File: src/rtl/sdc_pkg.sv
package sdc_pkg;
  typedef enum logic [1:0] {
    PH_CONV = 2'd0,
    PH_ZERO = 2'd1,
    PH_FULL = 2'd2
  } phase_t;

  localparam logic [1:0] MODE_NORM = 2'd0;
  localparam logic [1:0] MODE_SELF = 2'd1;
  localparam logic [1:0] MODE_SZS  = 2'd2;
  localparam logic [1:0] MODE_SFS  = 2'd3;

  localparam logic [1:0] SRC_EXT     = 2'd0;
  localparam logic [1:0] SRC_INT_ZS  = 2'd1;
  localparam logic [1:0] SRC_INT_REF = 2'd2;

  localparam logic [1:0] ADR_SETUP = 2'd0;
  localparam logic [1:0] ADR_OFS   = 2'd1;
  localparam logic [1:0] ADR_GAIN  = 2'd2;
  localparam logic [1:0] ADR_DATA  = 2'd3;

  localparam int CFG_W    = 8;
  localparam int MODE_HI  = 7;
  localparam int MODE_LO  = 6;
  localparam int HOLD_BIT = 0;
endpackage

File: src/rtl/sdc_setup_reg.sv
module sdc_setup_reg
  import sdc_pkg::*;
#(
  parameter logic [CFG_W-1:0] RST_VAL = 8'h28
) (
  input  logic             clk,
  input  logic             rst_n,
  input  logic             wr_setup,
  input  logic [CFG_W-1:0] wdata,
  input  logic             cal_done,
  output logic [CFG_W-1:0] cfg_q
);
  logic [CFG_W-1:0] cfg_d;
  logic             cfg_en;

  always_comb begin
    cfg_d  = cfg_q;
    cfg_en = 1'b0;
    if (wr_setup) begin
      cfg_d  = wdata;
      cfg_en = 1'b1;
    end else if (cal_done) begin
      cfg_d[MODE_HI:MODE_LO] = MODE_NORM;
      cfg_en = 1'b1;
    end
  end

  always_ff @(posedge clk or negedge rst_n) begin
    if (!rst_n)      cfg_q <= RST_VAL;
    else if (cfg_en) cfg_q <= cfg_d;
  end

  // the low six bits change only through a write
  a_r2_low_bits_write_only: assert property (@(posedge clk) disable iff (!rst_n)
    !wr_setup |=> $stable(cfg_q[MODE_LO-1:0]));
endmodule

File: src/rtl/sdc_cal_fsm.sv
module sdc_cal_fsm
  import sdc_pkg::*;
(
  input  logic       clk,
  input  logic       rst_n,
  input  logic       wr_setup,
  input  logic [1:0] new_mode,
  input  logic [1:0] cur_mode,
  input  logic       hold,
  input  logic       ack,
  output phase_t     phase,
  output logic       req,
  output logic [1:0] src,
  output logic       zero_cap,
  output logic       full_cap,
  output logic       conv_cap,
  output logic       cal_done,
  output logic       busy_set
);
  phase_t phase_d;
  logic   fire;

  always_comb begin
    req = (phase != PH_CONV) || !hold;
    unique case (phase)
      PH_ZERO: src = (cur_mode == MODE_SELF) ? SRC_INT_ZS  : SRC_EXT;
      PH_FULL: src = (cur_mode == MODE_SELF) ? SRC_INT_REF : SRC_EXT;
      default: src = SRC_EXT;
    endcase
  end

  assign fire     = req && ack && !wr_setup;
  assign zero_cap = fire && (phase == PH_ZERO);
  assign full_cap = fire && (phase == PH_FULL);
  assign conv_cap = fire && (phase == PH_CONV);
  assign cal_done = full_cap || (zero_cap && (cur_mode != MODE_SELF));
  assign busy_set = wr_setup && ((new_mode != MODE_NORM) || (phase != PH_CONV));

  always_comb begin
    phase_d = phase;
    if (wr_setup) begin
      unique case (new_mode)
        MODE_NORM: phase_d = PH_CONV;
        MODE_SFS:  phase_d = PH_FULL;
        default:   phase_d = PH_ZERO;
      endcase
    end else if (zero_cap) begin
      phase_d = (cur_mode == MODE_SELF) ? PH_FULL : PH_CONV;
    end else if (full_cap) begin
      phase_d = PH_CONV;
    end
  end

  always_ff @(posedge clk or negedge rst_n) begin
    if (!rst_n) phase <= PH_CONV;
    else        phase <= phase_d;
  end

  // an outstanding request holds with a steady source
  a_r11_req_held: assert property (@(posedge clk) disable iff (!rst_n)
    (req && !ack && !wr_setup) |=> (req && $stable(src)));
  // a self-calibration zero step is followed by the reference step
  a_r4_self_order: assert property (@(posedge clk) disable iff (!rst_n)
    (zero_cap && cur_mode == MODE_SELF) |=> (phase == PH_FULL && src == SRC_INT_REF));
  // at most one capture per cycle
  a_r3_one_capture: assert property (@(posedge clk) disable iff (!rst_n)
    $onehot0({zero_cap, full_cap, conv_cap}));
endmodule

File: src/rtl/sdc_coef_store.sv
module sdc_coef_store #(
  parameter int DATA_W = 24
) (
  input  logic              clk,
  input  logic              rst_n,
  input  logic              zero_cap,
  input  logic              full_cap,
  input  logic              conv_cap,
  input  logic              busy_set,
  input  logic              rd_data,
  input  logic [DATA_W-1:0] smp_val,
  output logic [DATA_W-1:0] offset_q,
  output logic [DATA_W-1:0] gain_q,
  output logic [DATA_W-1:0] data_q,
  output logic              drdy_q
);
  logic [DATA_W-1:0] diff;
  logic              drdy_d;

  assign diff = smp_val - offset_q;

  always_comb begin
    drdy_d = drdy_q;
    if (busy_set)      drdy_d = 1'b1;
    else if (conv_cap) drdy_d = 1'b0;
    else if (rd_data)  drdy_d = 1'b1;
  end

  always_ff @(posedge clk or negedge rst_n) begin
    if (!rst_n)        offset_q <= '0;
    else if (zero_cap) offset_q <= smp_val;
  end

  always_ff @(posedge clk or negedge rst_n) begin
    if (!rst_n)        gain_q <= '0;
    else if (full_cap) gain_q <= diff;
  end

  always_ff @(posedge clk or negedge rst_n) begin
    if (!rst_n)        data_q <= '0;
    else if (conv_cap) data_q <= diff;
  end

  always_ff @(posedge clk or negedge rst_n) begin
    if (!rst_n) drdy_q <= 1'b1;
    else        drdy_q <= drdy_d;
  end

  // the offset moves only on a zero-scale capture
  a_r5_offset_stable: assert property (@(posedge clk) disable iff (!rst_n)
    !zero_cap |=> $stable(offset_q));
endmodule

File: src/rtl/sdc_setup_ctl.sv
module sdc_setup_ctl
  import sdc_pkg::*;
#(
  parameter int               DATA_W  = 24,
  parameter logic [CFG_W-1:0] CFG_RST = 8'h28
) (
  input  logic              clk,
  input  logic              rst_n,
  input  logic              bus_wr,
  input  logic              bus_rd,
  input  logic [1:0]        bus_addr,
  input  logic [CFG_W-1:0]  bus_wdata,
  output logic [DATA_W-1:0] bus_rdata,
  output logic [CFG_W-1:0]  cfg_out,
  output logic              drdy,
  output logic              smp_req,
  output logic [1:0]        smp_src,
  input  logic              smp_ack,
  input  logic [DATA_W-1:0] smp_val
);
  localparam int PAD_W = DATA_W - CFG_W;

  logic              wr_setup, rd_data;
  logic [CFG_W-1:0]  cfg_q;
  phase_t            phase;
  logic              zero_cap, full_cap, conv_cap, cal_done, busy_set;
  logic [DATA_W-1:0] offset_q, gain_q, data_q;

  assign wr_setup = bus_wr && (bus_addr == ADR_SETUP);
  assign rd_data  = bus_rd && (bus_addr == ADR_DATA);

  sdc_setup_reg #(.RST_VAL(CFG_RST)) u_setup (
    .clk      (clk),
    .rst_n    (rst_n),
    .wr_setup (wr_setup),
    .wdata    (bus_wdata),
    .cal_done (cal_done),
    .cfg_q    (cfg_q)
  );

  sdc_cal_fsm u_fsm (
    .clk      (clk),
    .rst_n    (rst_n),
    .wr_setup (wr_setup),
    .new_mode (bus_wdata[MODE_HI:MODE_LO]),
    .cur_mode (cfg_q[MODE_HI:MODE_LO]),
    .hold     (cfg_q[HOLD_BIT]),
    .ack      (smp_ack),
    .phase    (phase),
    .req      (smp_req),
    .src      (smp_src),
    .zero_cap (zero_cap),
    .full_cap (full_cap),
    .conv_cap (conv_cap),
    .cal_done (cal_done),
    .busy_set (busy_set)
  );

  sdc_coef_store #(.DATA_W(DATA_W)) u_store (
    .clk      (clk),
    .rst_n    (rst_n),
    .zero_cap (zero_cap),
    .full_cap (full_cap),
    .conv_cap (conv_cap),
    .busy_set (busy_set),
    .rd_data  (rd_data),
    .smp_val  (smp_val),
    .offset_q (offset_q),
    .gain_q   (gain_q),
    .data_q   (data_q),
    .drdy_q   (drdy)
  );

  always_comb begin
    unique case (bus_addr)
      ADR_SETUP: bus_rdata = {{PAD_W{1'b0}}, cfg_q};
      ADR_OFS:   bus_rdata = offset_q;
      ADR_GAIN:  bus_rdata = gain_q;
      default:   bus_rdata = data_q;
    endcase
  end

  assign cfg_out = cfg_q;

  // a finished calibration leaves the mode field at normal
  a_r6_mode_clears: assert property (@(posedge clk) disable iff (!rst_n)
    (cal_done && !wr_setup) |=> (cfg_q[MODE_HI:MODE_LO] == MODE_NORM && phase == PH_CONV));
  // data-ready stays high throughout any calibration
  a_r7_busy_drdy: assert property (@(posedge clk) disable iff (!rst_n)
    (phase != PH_CONV) |-> drdy);
  // a captured conversion word lowers data-ready
  a_r8_word_ready: assert property (@(posedge clk) disable iff (!rst_n)
    conv_cap |=> !drdy);
  // filter hold blocks conversion requests
  a_r9_hold_blocks: assert property (@(posedge clk) disable iff (!rst_n)
    (phase == PH_CONV && cfg_q[HOLD_BIT]) |-> !smp_req);
  // conversions always measure the external input
  a_r3_conv_external: assert property (@(posedge clk) disable iff (!rst_n)
    (phase == PH_CONV && smp_req) |-> (smp_src == SRC_EXT));
endmodule

File: config.mk
export PLATFORM = sky130hd
export DESIGN_NAME = sdc_setup_ctl
export DESIGN_NICKNAME = d
export VERILOG_FILES = /design/src/rtl/sdc_pkg.sv /design/src/rtl/sdc_setup_reg.sv /design/src/rtl/sdc_cal_fsm.sv /design/src/rtl/sdc_coef_store.sv /design/src/rtl/sdc_setup_ctl.sv
export SDC_FILE = /design/constraint.sdc
export NUM_CORES = 1
export LEC_CHECK = 0
export BUFFER_PORTS_ARGS = -buffer_cell sky130_fd_sc_hd__clkbuf_2
export CORE_ASPECT_RATIO = 1.4
export CORE_MARGIN = 10
export CORE_UTILIZATION = 45
export DETAILED_ROUTE_END_ITERATION = 10
export GPL_ROUTABILITY_DRIVEN = 0
export HOLD_SLACK_MARGIN = 0.12
export PLACE_DENSITY = 0.67
export SYNTH_ARGS = -nofsm -noshare
export SYNTH_HDL_FRONTEND = slang
export SYNTH_SLANG_ARGS = --single-unit
File: constraint.sdc
create_clock -name clk -period 3.5 [get_ports clk]
set_input_delay 0.35 -clock clk [delete_from_list [all_inputs] [get_ports clk]]
set_output_delay 0.35 -clock clk [all_outputs]
set_load 0.005 [all_outputs]
Word level (Yosys, flattened, before mapping) --
Index checks and enable logic that the tools add are counted.
Storage, ports and cells: output and inout port bits 36, bits of input ports 39, register bits 83
Operators by class: reductions and logical operators 24, add/subtract/negate cells 1, muxes and demuxes 15, equal/unequal tests 8
Operators by type and width (count):
- 24-bit case mux with 3 select lines | 1
- 24-bit subtractor | 1
- 2-bit two-way mux | 6
- 1-bit logical AND | 9
- 2-bit equality test (second input constant) | 4
- 2-bit case mux with 2 select lines | 2
- 2-bit by 1-bit equality test with 1-bit output (second input constant) | 3
- 2-bit zero test | 3
- 1-bit two-way mux | 6
- 2-bit nonzero test | 3
- 3-bit nonzero test | 2
- 2-bit AND reduction | 2
- 1-bit logical OR | 3
- 1-bit zero test | 2
- 2-bit by 1-bit != test with 1-bit output (second input constant) | 1

Logic depth before layout (Yosys ltp) --
Gate-level depths: netlist of run 1.
depth after elaboration 10, depth in mapped cells 9

Hierarchy --
A second synthesis of run 1 with hierarchy kept.
Unflattened totals: cells, all modules 554, area, all modules 5517.8 µm²
Modules (own cells, without submodules):
- sdc_coef_store | area each 4264.1 µm², cells an instance 457, instances 1
- sdc_setup_ctl | area each 675.6 µm², cells an instance 51, instances 1
- sdc_setup_reg | area each 325.3 µm², cells an instance 18, instances 1
- sdc_cal_fsm | area each 252.7 µm², cells an instance 28, instances 1

Least setup slack after synthesis of run 1 --
Ideal clock, no wire load.
kind input-to-reg, start input port smp_val[0], end register u_store.data_q[14], path buffers 0, slack 1.194 ns, cell stages on the path 9, arrival time 2.236 ns, library setup time 0.069 ns, cell sequence inv_1 -> ha_1 -> fa_1 -> and2b_1 -> o2111ai_2 -> a211o_2 -> a21o_1 -> a211o_1 -> nand3_1
Between the ends: cells in the longest elaborated chain, start to end 1
RTL lines:
- from (decl) | RTL line sdc_setup_ctl.sv:19 | input logic [DATA_W-1:0] smp_val
- 24-bit subtractor | RTL line sdc_coef_store.sv:20 | assign diff = smp_val - offset_q;
- to (signal assigned) | RTL line sdc_coef_store.sv:41 | else if (conv_cap) data_q <= diff;
- to (decl) | RTL line sdc_coef_store.sv:14 | output logic [DATA_W-1:0] data_q,
Every way passes these cells. A chain may end at the register's enable or synchronous reset.

Worst setup path in the final report of run 1 --
start register u_store.offset_q[0], end register u_store.data_q[14]
Between the ends: cells in the longest elaborated chain, start to end 1
RTL lines:
- from (decl) | RTL line sdc_coef_store.sv:12 | output logic [DATA_W-1:0] offset_q,
- from (signal assigned) | RTL line sdc_coef_store.sv:31 | else if (zero_cap) offset_q <= smp_val;
- 24-bit subtractor | RTL line sdc_coef_store.sv:20
Every way passes these cells.

==> reports/qor.yml, run 1 <==
run_status:
  status: "finished, final reports clean"
clock_tree:
  ctsResizeCount: 0
  numCtsBuffers: 9
  cts_sinks: 83
  postCtsSetupBuffers: 0
  ctsHoldBuffers: 0
  clockBufferDepth: 2
  cts_tree: "yes"
  htreeDepth: 3
  cts-root-buf: "clkbuf_16"
  worstSkewPairLatency_ns: 0.35
  clk_pin_slew_ns: 0.06
yosys:
  postSynthCellCount: 531
  ys_warn_count: 0
  synth-seq-area-share_pct: 39.6
  synthTopCellsByCount: "97 x nand2_1, 80 x dfrtp_1, 50 x mux2_2"
  synth_area_leaders: "dfrtp_1 38%, mux2_2 11%, nand2_1 6.9%, ha_1 6.7%, mux4_2 3.4%"
  synth_fp_nets: 599
  syn_area_um2: 5260
  ys_async_sr_fraction_pct: 100
  synth_edf_count: 0
  synth.distinct_cells: 65
  synth.top_cell.area_share_pct: 38.1
  synth_most_common_cell: "nand2_1"
  yosys.area.top_type: "dfrtp_1"
  synth_area_per_cell_um2: 9.90
  ys.flop_type: "dfrtp_1"
  synth-seq-cells: 83
routing:
  drc: 0
  vias: 4255
  drt_pass1_iterations: 4
  avgViaCountPerCell: 5.69
  wl_per_cell_um: 18.3
  drtIter0Drc: 212
  ant_nets: 0
  wl_um: 13700
worst_hold_path:
  min_path_type: "input pin to asynchronous set/reset pin"
global_routing:
  met3_usage_pct: 3.16
  grt_util_all_layers_pct: 16.7
  grt_pass1_wl_um: 22700
  antenna_found_initial: 0
  busiest_layer: "met2"
  grt_max_degree: 84
  grt-ovfl-total: 0
  grt_pass1_vias: 4589
  use_met1_pct: 19.2
  met2_usage_pct: 29.7
finish:
  nets: 667
  drive_gt1_share_pct: 29.3
  diodes: 0
  n_fill_cell: 1016
  synthToLayoutAreaGrowth_pct: 15.6
timing:
  post-route-period-util_pct: 70.7
  fmax_mhz: 404
  rsz0062_at_grt: "false"
  setup_tns_ns: 0
  final-setup-viol-count: 0
  hold_viol_final: 0
  whs_ns: 0.166
  drv_slew: 0
  max-slew-margin-rel_pct: 28.6
  period_needed_ns: 2.47
  tightest_slew_ns: 1.07
  finClkSkew_ns: 0.00773
flow_run:
  maxCapViolations: 0
floorplanning:
  ioPinCount: 75
  die_h_um: 148
  row_count: 46
  die_x_um: 111
  core_area_um2: 11400
  dieArea_um2: 16500
  start_util_pct: 46.1
place:
  dp_hpwl_um: 10000
  io_buffers: 74
worst_setup_path:
  rr_startpoint: "u_store.offset_q[0]"
  startpoint: "u_store.offset_q[0]"
  worstPathRequired_ns: 3.77
  critPathKind: "flip-flop to flip-flop"
  worstPathArrival_ns: 2.75
  endpoint_kind: "flip-flop"
  crit_fanout: 5
  reg2regPathDepth: 8
  startpoint_type: "flip-flop"
power_and_ir_drop:
  power_uw: 5190
  ir_drop_mv: 0.418
  power.leakage_uw: 0.00290
  powerDensity_nw_per_um2: 854
## cell type report
cell class | count | area, um^2 | area share [%]
well taps | 144 | 180 | 2.97
clock buffers | 12 | 267 | 4.39
clock inverters | 4 | 47.5 | 0.783
flip-flops and latches | 83 | 2080 | 34.3
repair buffers | 84 | 448 | 7.37
multi-input cells | 388 | 2930 | 48.2
inverters | 33 | 124 | 2.04
## registers in the layout, indices dropped and copies added (netlist names)
signal,count
u_setup.cfg_q,8
u_fsm.phase,2
u_store.drdy_q,1
u_store.data_q,24
u_store.gain_q,24
u_store.offset_q,24
## layout by cell type, fill, tap and decap left out, types with 4 or more instances in the layout
cell       count
a22o_1        16
inv_1         33
xnor2_1        5
mux4_2         8
o21ai_0       20
nand2_1       97
xor2_1         8
a21o_1        10
clkbuf_16      9
buf_4         11
ha_1          28
a211oi_1       4
o211ai_1      10
o31ai_1       10
nand4_1       11
clkbuf_2      73
o21a_1         7
dfrtp_1       80
a21oi_1       17
nor2_1        16
a31oi_1        4
mux2_2        50
nand3_1        6
## per-layer routing
metal / vias up / routed length, um / part of all wire, %
met5: - / 0 / 0
met4: 0 / 206 / 1.5
met3: 11 / 788 / 5.8
met2: 104 / 6980 / 51
met1: 2082 / 5700 / 42
li1: 2058 / - / -
## worst max-delay path, cell delays in order, from the launching register on
cell and delay (ns):
dfrtp_1 0.40, ha_1 0.23, fa_1 0.40, and2b_1 0.25, o2111ai_2 0.14, a211o_2 0.42
a21o_1 0.21, a211o_1 0.30, nand3_1 0.07
## report_power, final
part           switching [uW]  total (uW)  internal (uW)
Sequential                271        1670           1400
Clock                     388         997            609
Combinational            1370        2520           1150
## stage by stage
stage	utilization, %	worst slack, ns	instances	area (um^2)
final	53.3	1.03	748	6070
after global routing	53.3	0.856	748	6070
after CTS	53.3	1.00	748	6070
after detailed placement	50.5	0.931	732	5760
after global placement	50.5	0.973	732	5760
after floorplan	-	1.19	531	5260
## logic make-up after synthesis
kind of cell | Yosys count | synth area share, %
buffers and inverters | 60 | 4.71
xor gates and xnor gates | 13 | 2.17
adders and majority gates | 29 | 7.05
AOI/OAI and AO/OA | 129 | 18.4
DFF | 83 | 39.6
muxes | 58 | 14.1
and+or+nand+nor | 159 | 14.0
## worst paths after layout
| kind | slack, ns | end |
|---|---|---|
| worst min-delay path | 0.17 | u_store.gain_q[7] |
| max in group asynchronous | 2.62 | u_store.gain_q[8] |
| worst max-delay path | 1.03 | u_store.data_q[14] |
| min in group clk | 0.17 | u_setup.cfg_q[5] |
| worst min register to register | 0.47 | u_setup.cfg_q[3] |
| worst max register to register | 1.03 | u_store.data_q[14] |
Note: power is estimated with default switching activity, not from simulation.
==> inputs of run 2 (changes only) <==
Clock period 3.5 ns to 2.3 ns, I/O delays scaled along.
==> run 2 against run 1 <==
Against the previous run:
- the flow now finishes with violations (setup timing)
- non-clock buffer count is 32 higher
- critical path type unchanged
- hold slack worse by 0.027 ns
- sequential share of layout area is 1.9 points lower
- critical endpoint is now u_store.gain_q[22]
- global-route usage is 0.61 points higher
- die area stayed put
==> reports/qor.yml, run 2 (synthesis results as in run 1) <==
routing:
  drc: 0
  avgViaCountPerCell: 5.73
  wl_um: 14200
  drt_pass1_iterations: 4
  ant_nets: 0
  wl_per_cell_um: 18.2
  drtIter0Drc: 207
  vias: 4470
place:
  dp_hpwl_um: 10500
  io_buffers: 74
  place_ws_ns: -0.143
  placed_area_um2: 5950
timing:
  setup_slack_ns: -0.0301
  period_needed_ns: 2.33
  final-setup-viol-count: 5
  post-route-period-util_pct: 101
  finClkSkew_ns: 0.00748
  whs_ns: 0.139
  setup_tns_ns: -0.0455
  hold_viol_final: 0
  drv_slew: 0
  rsz0062_at_grt: "true"
  max-slew-margin-rel_pct: 52.2
  fmax_mhz: 429
  tightest_slew_ns: 0.717
power_and_ir_drop:
  powerDensity_nw_per_um2: 1280
  intPower_uw: 5020
  ir_drop_mv: 0.585
  switchingPower_uw: 3200
  power.leakage_uw: 0.00306
  comb_power_share_pct: 51.6
  pwr-share-seq_pct: 30.9
  p_clk_share_pct: 17.5
  swShare_pct: 39.0
floorplanning:
  die_h_um: 148
  start_util_pct: 46.1
  core_area_um2: 11400
  dieArea_um2: 16500
  row_count: 46
  die_x_um: 111
  ioPinCount: 75
finish:
  diodes: 0
  final_common_cell: "nand2_1"
  drive_gt1_share_pct: 33.0
  multi_input_area_um2: 3020
  n_fill_cell: 1039
  synthToLayoutAreaGrowth_pct: 22.3
  reg_top3: "u_store.data_q x24, u_store.gain_q x24, u_store.offset_q x24"
  layout_common_cells: "97 x nand2_1, 80 x dfrtp_1, 73 x clkbuf_2"
  final_util_pct: 56.4
  nets: 699
  final_cell_area_um2: 6430
  seq_area_um2: 2080
clock_tree:
  clockBufferDepth: 2
  cts_tree: "yes"
  worstSkewPairLatency_ns: 0.34
  clk_pin_slew_ns: 0.06
  numCtsBuffers: 9
  cts_sinks: 83
  htreeDepth: 3
  cts-root-buf: "clkbuf_16"
worst_setup_path:
  crit_fanout: 5
  r2r_setup_slack_ns: -0.03
  crit_slowest_cell: "a211o_4"
  reg2regPathDepth: 8
  crit_family: "compound AO/OA/AOI/OAI gates"
  path_cells: "ha_4 -> fa_2 -> and2b_2 -> o2111ai_4 -> a211o_4 -> a211oi_2 -> nor4_1 -> o31ai_1"
  r2r_end: "u_store.gain_q[22]"
  critPathKind: "flip-flop to flip-flop"
  rr_startpoint: "u_store.offset_q[0]"
  worstPathRequired_ns: 2.55
  critical-path-max-stage-delay_ns: 0.41
  endpoint_kind: "flip-flop"
  crit_buf_inv: 0
  startpoint_type: "flip-flop"
  worstPathArrival_ns: 2.58
global_routing:
  grt-ovfl-total: 0
  grt_max_degree: 54
  grt_pass1_wl_um: 23600
  grt_pass1_vias: 4751
  antenna_found_initial: 0
  grt_util_all_layers_pct: 17.3
worst_hold_path:
  min_to: "u_store.offset_q[16]"
  holdPathStages: 2
  min_path_type: "input pin to flip-flop"
  hp-start: "smp_val[16]"
flow_run:
  maxCapViolations: 0
run_status:
  violations: "setup timing"
  status: "finished, violations left"
## run 2: cell type report
class	count	share of cell area [%]
Inverter	33	1.93
Tap cell	144	2.80
Timing Repair Buffer	116	11.4
Clock buffer	13	3.89
Sequential cell	83	32.4
Multi-Input combinational cell	388	47.0
Clock inverter	3	0.623
## run 2: layer usage
metal | track usage [%] | vias to the layer above | wire length (um) | part of all wire [%]
li1 | - | 2119 | - | -
met2 | 30.3 | 130 | 7320 | 52
met5 | 0 | - | 0 | 0
met1 | 19.9 | 2197 | 5810 | 41
met4 | 7.02 | 0 | 329 | 2.3
met3 | 3.81 | 24 | 737 | 5.2
## run 2: through the flow
step                      std cells  power (uW)
after global placement          754        6460
after detailed placement        754        6630
after floorplan                 531        5310
final                           780        8220
after global routing            780        8910
after CTS                       778        8130
## run 2: worst max path at each step
stage | depth (start not counted) | endpoint | start | slack [ns]
2_1_floorplan | 8 | u_store.data_q[14] | u_store.offset_q[0] | 0.01
3_3_place_gp | 10 | u_store.data_q[14] | smp_val[0] | -0.09
3_5_place_dp | 8 | u_store.gain_q[22] | u_store.offset_q[0] | -0.14
4_1_cts | 8 | u_store.gain_q[22] | u_store.offset_q[0] | -0.04
5_1_grt | 8 | u_store.gain_q[22] | u_store.offset_q[0] | -0.15
6_report | 8 | u_store.gain_q[22] | u_store.offset_q[0] | -0.03
## run 2: what timing repair did
item                                   4_1_cts  5_1_grt
resized for setup                            3       18
endpoints found under the hold margin       56        0
buffers inserted                             1        2
pin swaps                                    4        7
hold buffers                                 7        0
setup endpoints to repair                   14       24
## run 2: worst register-to-register path, cell delays in order (launching register included)
cell and delay (ns):
dfrtp_1 0.40, ha_4 0.18, fa_2 0.33, and2b_2 0.25, o2111ai_4 0.13, a211o_4 0.41, a211oi_2 0.22, nor4_1 0.10
o31ai_1 0.21
## run 2: power groups by stage
stage	logic, uW	clock network (uW)	registers (uW)
finish	4240	1440	2540
global route	4730	1540	2630
CTS	4120	1470	2540
detailed placement	4060	0	2560
global placement	3960	0	2500
floorplan	2880	0	2430
